`src/rtl/pdma_pkg.sv`:
```
package pdma_pkg;
    typedef enum logic [1:0] {
        XM_IDLE = 2'd0,
        XM_SEND = 2'd1,
        XM_RECV = 2'd2
    } xmode_e;

    typedef enum logic [1:0] {
        PH_FETCH = 2'd0,
        PH_SHOW  = 2'd1,
        PH_ACK   = 2'd2
    } phase_e;

    localparam int READY_BIT = 2;
    localparam int FLAG_BIT  = 1;
endpackage

```
`src/rtl/pdma_buf_mem.sv`:
```
module pdma_buf_mem #(
    parameter int DEPTH = 512,
    parameter int DW    = 8,
    localparam int AW   = $clog2(DEPTH)
) (
    input  logic          clk,
    input  logic          we,
    input  logic [AW-1:0] waddr,
    input  logic [DW-1:0] wdata,
    input  logic [AW-1:0] raddr,
    output logic [DW-1:0] rdata
);
    logic [DW-1:0] mem [DEPTH];

    // single write port, registered read port
    always_ff @(posedge clk) begin
        if (we) begin
            mem[waddr] <= wdata;
        end
        rdata <= mem[raddr];
    end
endmodule

```
`src/rtl/pdma_ack_seq.sv`:
```
module pdma_ack_seq
    import pdma_pkg::*;
(
    input  logic clk,
    input  logic rst_n,
    input  logic run,
    input  logic scsi_req,
    output logic scsi_ack,
    output logic byte_done
);
    phase_e ph_d, ph_q;

    // fetch address, show byte until request, then one ACK cycle
    always_comb begin
        ph_d = ph_q;
        if (!run) begin
            ph_d = PH_FETCH;
        end else begin
            case (ph_q)
                PH_FETCH: ph_d = PH_SHOW;
                PH_SHOW:  ph_d = scsi_req ? PH_ACK : PH_SHOW;
                default:  ph_d = PH_FETCH;
            endcase
        end
    end

    always_ff @(posedge clk) begin
        if (!rst_n) begin
            ph_q <= PH_FETCH;
        end else begin
            ph_q <= ph_d;
        end
    end

    assign scsi_ack  = (ph_q == PH_ACK);
    assign byte_done = (ph_q == PH_ACK);
endmodule

```
`src/rtl/pdma_ctrl.sv`:
```
module pdma_ctrl
    import pdma_pkg::*;
#(
    parameter int BLK_BYTES = 512,
    parameter int LEN_W     = 24,
    parameter int CNT_W     = 8,
    parameter int DW        = 8,
    localparam int AW       = $clog2(BLK_BYTES),
    localparam int PW       = AW + 1
) (
    input  logic             clk,
    input  logic             rst_n,
    input  logic             start_send,
    input  logic             start_recv,
    input  logic [LEN_W-1:0] xfer_len,
    input  logic             dma_en,
    input  logic             eop_irq_en,
    input  logic             flag_set,
    input  logic             host_wr,
    input  logic [DW-1:0]    host_wdata,
    input  logic             host_rd,
    input  logic             byte_done,
    input  logic [DW-1:0]    scsi_din,
    output logic             run,
    output logic             host_side,
    output logic             mem_we,
    output logic [AW-1:0]    mem_waddr,
    output logic [DW-1:0]    mem_wdata,
    output logic [AW-1:0]    mem_raddr,
    output logic             rd_ff,
    output logic [7:0]       status,
    output logic [CNT_W-1:0] blk_left,
    output logic             blk_loaded,
    output logic             end_of_dma,
    output logic             last_byte_sent,
    output logic             irq,
    output logic [1:0]       xfer_mode
);
    localparam logic [PW-1:0] FULL_POS = PW'(BLK_BYTES);
    localparam logic [PW-1:0] LAST_HPOS = PW'(BLK_BYTES - 1);
    localparam logic [AW-1:0] LAST_SPOS = AW'(BLK_BYTES - 1);

    typedef struct packed {
        xmode_e           mode;
        logic [PW-1:0]    hpos;
        logic [AW-1:0]    spos;
        logic [CNT_W-1:0] blk;
        logic             loaded;
        logic             ready;
        logic             flag;
        logic             eod;
        logic             lbs;
        logic             irq;
        logic             rd_ff;
    } ctl_t;

    localparam ctl_t CTL_RST = '{
        mode:   XM_IDLE,
        hpos:   FULL_POS,
        spos:   '0,
        blk:    '0,
        loaded: 1'b0,
        ready:  1'b1,
        flag:   1'b0,
        eod:    1'b0,
        lbs:    1'b0,
        irq:    1'b0,
        rd_ff:  1'b0
    };

    ctl_t q, d;
    logic host_we, host_re, scsi_we;

    // buffer belongs to the host while its position is below a full block
    assign host_side = ~q.hpos[AW];
    assign host_we   = host_wr && (q.mode == XM_SEND) && host_side;
    assign host_re   = host_rd && (q.mode == XM_RECV) && host_side;
    assign scsi_we   = byte_done && (q.mode == XM_RECV);
    assign run       = (q.mode != XM_IDLE) && dma_en && q.loaded && q.ready && q.hpos[AW];

    always_comb begin
        d       = q;
        d.rd_ff = 1'b0;

        if (host_we || host_re) begin
            d.hpos = q.hpos + 1'b1;
            if (q.hpos == LAST_HPOS) begin
                d.ready = 1'b0;
            end
        end
        if (host_rd && !host_re) begin
            d.rd_ff = 1'b1;
        end

        if (byte_done) begin
            if (q.spos == LAST_SPOS) begin
                d.spos = '0;
                d.hpos = '0;
                d.flag = 1'b0;
                d.blk  = q.blk - 1'b1;
                if (q.blk == CNT_W'(1)) begin
                    d.loaded = 1'b0;
                    d.eod    = 1'b1;
                    if (q.mode == XM_SEND) begin
                        d.lbs = 1'b1;
                    end
                    if (eop_irq_en) begin
                        d.irq = 1'b1;
                    end
                end
            end else begin
                d.spos = q.spos + 1'b1;
            end
        end

        // hand the next block to the SCSI side once the host is done
        if (q.loaded && dma_en && (q.mode != XM_IDLE) && q.hpos[AW] && !q.ready) begin
            d.ready = 1'b1;
        end

        if (flag_set) begin
            d.flag = 1'b1;
        end

        if (!dma_en && !q.loaded && (q.mode != XM_IDLE)) begin
            d.mode = XM_IDLE;
            d.eod  = 1'b0;
            d.lbs  = 1'b0;
            d.irq  = 1'b0;
        end

        if (start_send || start_recv) begin
            d.mode   = start_send ? XM_SEND : XM_RECV;
            d.blk    = CNT_W'(xfer_len >> AW);
            d.loaded = 1'b1;
            d.ready  = 1'b1;
            d.spos   = '0;
            d.hpos   = start_send ? '0 : FULL_POS;
        end
    end

    always_ff @(posedge clk) begin
        if (!rst_n) begin
            q <= CTL_RST;
        end else begin
            q <= d;
        end
    end

    assign mem_we         = host_we || scsi_we;
    assign mem_waddr      = host_side ? q.hpos[AW-1:0] : q.spos;
    assign mem_raddr      = host_side ? q.hpos[AW-1:0] : q.spos;
    assign mem_wdata      = host_side ? host_wdata : scsi_din;
    assign rd_ff          = q.rd_ff;
    assign blk_left       = q.blk;
    assign blk_loaded     = q.loaded;
    assign end_of_dma     = q.eod;
    assign last_byte_sent = q.lbs;
    assign irq            = q.irq;
    assign xfer_mode      = q.mode;

    always_comb begin
        status            = 8'h00;
        status[READY_BIT] = q.ready;
        status[FLAG_BIT]  = q.flag;
    end
endmodule

```
`src/rtl/pdma_xfer_buf.sv`:
```
module pdma_xfer_buf #(
    parameter int BLK_BYTES = 512,
    parameter int LEN_W     = 24,
    parameter int CNT_W     = 8,
    parameter int DW        = 8,
    localparam int AW       = $clog2(BLK_BYTES)
) (
    input  logic             clk,
    input  logic             rst_n,
    input  logic             start_send,
    input  logic             start_recv,
    input  logic [LEN_W-1:0] xfer_len,
    input  logic             dma_en,
    input  logic             eop_irq_en,
    input  logic             flag_set,
    input  logic             host_wr,
    input  logic [DW-1:0]    host_wdata,
    input  logic             host_rd,
    output logic [DW-1:0]    host_rdata,
    input  logic             scsi_req,
    input  logic [DW-1:0]    scsi_din,
    output logic [DW-1:0]    scsi_dout,
    output logic             scsi_ack,
    output logic [7:0]       status,
    output logic [CNT_W-1:0] blk_left,
    output logic             blk_loaded,
    output logic             end_of_dma,
    output logic             last_byte_sent,
    output logic             irq,
    output logic [1:0]       xfer_mode
);
    logic          run, host_side, byte_done, rd_ff, mem_we;
    logic [AW-1:0] mem_waddr, mem_raddr;
    logic [DW-1:0] mem_wdata, mem_rdata;

    pdma_ctrl #(
        .BLK_BYTES (BLK_BYTES),
        .LEN_W     (LEN_W),
        .CNT_W     (CNT_W),
        .DW        (DW)
    ) u_ctrl (
        .clk            (clk),
        .rst_n          (rst_n),
        .start_send     (start_send),
        .start_recv     (start_recv),
        .xfer_len       (xfer_len),
        .dma_en         (dma_en),
        .eop_irq_en     (eop_irq_en),
        .flag_set       (flag_set),
        .host_wr        (host_wr),
        .host_wdata     (host_wdata),
        .host_rd        (host_rd),
        .byte_done      (byte_done),
        .scsi_din       (scsi_din),
        .run            (run),
        .host_side      (host_side),
        .mem_we         (mem_we),
        .mem_waddr      (mem_waddr),
        .mem_wdata      (mem_wdata),
        .mem_raddr      (mem_raddr),
        .rd_ff          (rd_ff),
        .status         (status),
        .blk_left       (blk_left),
        .blk_loaded     (blk_loaded),
        .end_of_dma     (end_of_dma),
        .last_byte_sent (last_byte_sent),
        .irq            (irq),
        .xfer_mode      (xfer_mode)
    );

    pdma_ack_seq u_seq (
        .clk       (clk),
        .rst_n     (rst_n),
        .run       (run),
        .scsi_req  (scsi_req),
        .scsi_ack  (scsi_ack),
        .byte_done (byte_done)
    );

    pdma_buf_mem #(
        .DEPTH (BLK_BYTES),
        .DW    (DW)
    ) u_mem (
        .clk   (clk),
        .we    (mem_we),
        .waddr (mem_waddr),
        .wdata (mem_wdata),
        .raddr (mem_raddr),
        .rdata (mem_rdata)
    );

    assign host_rdata = rd_ff ? {DW{1'b1}} : mem_rdata;
    assign scsi_dout  = mem_rdata;
endmodule

```
`config.mk`:
```
export PLATFORM = sky130hd
export DESIGN_NAME = pdma_xfer_buf
export DESIGN_NICKNAME = d
export VERILOG_FILES = /design/src/rtl/pdma_pkg.sv /design/src/rtl/pdma_buf_mem.sv /design/src/rtl/pdma_ack_seq.sv /design/src/rtl/pdma_ctrl.sv /design/src/rtl/pdma_xfer_buf.sv
export SDC_FILE = /design/constraint.sdc
export NUM_CORES = 2
export LEC_CHECK = 0
export BUFFER_PORTS_ARGS = -buffer_cell sky130_fd_sc_hd__buf_2
export CORE_ASPECT_RATIO = 0.9
export CORE_MARGIN = 2
export CORE_UTILIZATION = 40
export CTS_CLUSTER_SIZE = 40
export DETAILED_ROUTE_END_ITERATION = 8
export PLACE_DENSITY = 0.61
export SYNTH_ARGS = -nofsm -noshare
export SYNTH_HDL_FRONTEND = slang
export SYNTH_SLANG_ARGS = --single-unit
```
`constraint.sdc`:
```
create_clock -name clk -period 8.4 [get_ports clk]
set_clock_uncertainty 0.05 [all_clocks]
set_input_delay 0.42 -clock clk [delete_from_list [all_inputs] [get_ports clk]]
set_output_delay 0.42 -clock clk [all_outputs]
set_load 0.02 [all_outputs]
```
==> metrics <==
status=complete, no violations; post-synth top area share=between 70 and 80%; Sink Count=4,142; 1st-pass router iterations=5; area grow syn2layout=12.0%; largest area contributor in the netlist=edfxtp_1; Port Buffer Count=66; synthesized cell area=between 0.15 and 0.2 mm2; Hold Fails Final Rpt=0; final setup TNS=0 ns; number of synthesized flops with an enable pin=~4.1k; Placed Cells=between 10k and 15k; max incr delay on CP=about 1.1 ns; # DRC=0; Peak VDD IR=around 0.00018 V; Distinct cells, synth=53; Setup violations, final=0; Max FO, Critical Path=98; FF-to-FF Start=u_ctrl.q[24]; arrival time at the worst endpoint=6.52 ns; Most Frequent Cell on Critical Path=nand4_1; Final Cell Area=between 0.15 and 0.2 mm2; Post-CTS Resized=0; Req. time, crit path=9.12 ns; Hold Path Sink=u_ctrl.rd_ff; Clock Tree Buf Depth=4; hold buffer count at CTS=28; vias in the first global route=84.3k; fraction of layout cells with a size suffix above 1=approximately 8.8%; fillcell total=~34k; Avg Vias per Cell=5.69; CP Buf/Inv Count=2; CP Depth=9; post-synthesis sequential area ratio=between 70 and 80%; CTS tree=built; DR iter-0 viols=10.3k; first-pass GRT wire length=595,000 um; largest net degree at the start of global routing=about 190; P_leak=52.5 nW; row cnt=between 200 and 250; Die X=roughly 670 um; CTS buffer count=410; HP Class=in2reg; Largest delay share family, worst path=compound AO/OA/AOI/OAI gates; Placed Area=0.167 mm2; via count=a little under 90k; MaxCap Viol Count=0; post-synthesis cell count=between 9k and 10k; crit end category=flip-flop; CP cell instances=mux2_8, buf_12, buf_4, mux2i_1, o22ai_1, o41ai_1, nand4_1, a22oi_1, nand4_1; WS Path Type=reg2reg; unrepaired setup endpoints after global routing=false; slew at the pin with the worst max-slew slack=between 1 and 1.5 ns; total wire length=between 400,000 and 500,000 um; total setup buffers inserted after CTS=0; H-tree depth=5; Power Density=between 200 and 250 mW/mm2; fin. max-slew vios=0; later-pin clock latency in the skew report=0.96 ns; post-layout min period=between 5 and 6 ns; initial antenna violation count=19; Clock Tree Root=clkbuf_16; WL/cell=around 27 um; Clock transition at path regs=roughly 0.060 ns; IO Pins=89; core area=0.399 mm2; Tcrit/Tclk final=69.0%; CP max stage cell=o41ai_1; R2R cell count=9; Avg Cell Area, Syn=between 15 and 20 um2; die height=between 600 and 700 um; final std cells w/o fill=roughly 15k; yosys warns=0; Max Freq=between 150 and 200 MHz; RD Place Congestion=0.839; R2R Setup Slk=2.60 ns; Total Nets Final=about 9.6k; Post-synth top flop=edfxtp_1; Die ar.=0.407 mm2; Initial Util=roughly two fifths; Synth top cells by count=edfxtp_1, mux2i_1, o22ai_1; leading cell type by number of instances after synthesis=edfxtp_1; number of cells on the worst hold path=2; GRT Total Usage=19.8%; worst hold start=host_rd; Seq cells post-synth=about 4.1k; reg-to-reg critical path endpoint=u_mem.rdata[7]; ANT nets after route=0; detailed-placement wirelength estimate=between 200,000 and 250,000 um; Area contributors post-synth=edfxtp_1, mux2i_1, o22ai_1; Slew headroom=~6.5%; CP Launch Type=flip-flop; Async SR Flop Fraction=0%; grt total ovfl=0
-- flip-flops by register name, summed over array words and instances, names as in the netlist --
signal and count:
u_ctrl.end_of_dma 1, u_ctrl.blk_left 8, u_ctrl.last_byte_sent 1, u_seq.ph_q 2
u_ctrl.q 19, u_ctrl.status 2, u_ctrl.rd_ff 1, u_ctrl.xfer_mode 2
u_mem.mem 4096, u_ctrl.blk_loaded 1, u_ctrl.irq 1, u_mem.rdata 8
-- power breakdown --
part,switching [mW],internal [mW],leakage (nW)
clock,7.66,10.3,6.39
combinational,0.794,0.125,8.89
sequential,0.0129,22.9,37.2
total,8.47,33.3,52.5
-- cell families (layout without fill, tap and decap cells) --
logic type      after synthesis  in the layout  synth area share (%)
fa+ha+maj                     5              5                0.0389
other cells                   1              9               0.00233
mux                        1808           1808                  11.3
compound gates             1437           1437                  5.53
buf+inv                     638           1007                  2.01
xor+xnor                     18             18                0.0982
simple gates               1454           1454                  3.90
flops                      4142           4142                  77.1
-- final cells by class --
class                      instances  area (um2)  share of cell area [%]
antenna                            3        7.51                 0.00417
clock buffer                     514       10800                    6.03
tap                             5328        6670                    3.71
sequential                      4142      124000                    68.9
multi-input combinational       4728       34000                    18.9
timing repair buffer             245        2210                    1.23
inverter                           8        30.0                  0.0167
clock inverter                   240        2250                    1.25
-- stage by stage --
stage / hold WS, ns / setup slack (ns) / total power, mW / util (%)
after floorplan: 0.379 / 2.66 / 23.9 / -
after detailed placement: 0.405 / 2.75 / 24.3 / 41.7
after global routing: 0.0528 / 2.60 / 42.9 / 45.0
final: 0.0886 / 2.60 / 41.8 / 45.0
after global placement: 0.398 / 2.70 / 24.3 / 41.7
after CTS: 0.0308 / 2.70 / 42.0 / 45.0
-- routing by layer --
metal / vias to the layer above / routed length [um] / GRT usage [%]
met2: 3818 / 194000 / 31.6
met4: 4 / 13100 / 6.20
met5: - / 21 / 0
met3: 654 / 35400 / 3.36
li1: 37700 / - / -
met1: 44400 / 174000 / 27.9
-- worst max-delay path by stage --
| stage | start | endpoint | slack, ns |
|---|---|---|---|
| global placement | u_ctrl.q[24] | u_mem.rdata[5] | 2.70 |
| floorplan | u_ctrl.q[33] | u_mem.mem[0][0] | 2.66 |
| global route | u_ctrl.q[33] | u_mem.rdata[7] | 2.60 |
| finish | u_ctrl.q[24] | u_mem.rdata[7] | 2.60 |
| detailed placement | u_ctrl.q[24] | u_mem.rdata[5] | 2.75 |
| CTS | u_ctrl.q[24] | u_mem.rdata[5] | 2.70 |
-- layout by cell type (no fill, tap or decap), types with 30 or more instances in the layout --
master and count:
nor2_1 553, nand4_1 30, nand2_1 566, clkinv_1 87, buf_4 114, buf_12 37, nor4_1 226, buf_2 66
edfxtp_1 4096, bufinv_16 37, clkinv_2 78, o41ai_1 60, o21ai_0 39, clkbuf_1 92, a21oi_1 298, dfxtp_1 45
o22ai_1 976, mux2i_1 1796, clkbuf_16 417
No activity file was read; power rests on OpenSTA's default activity.
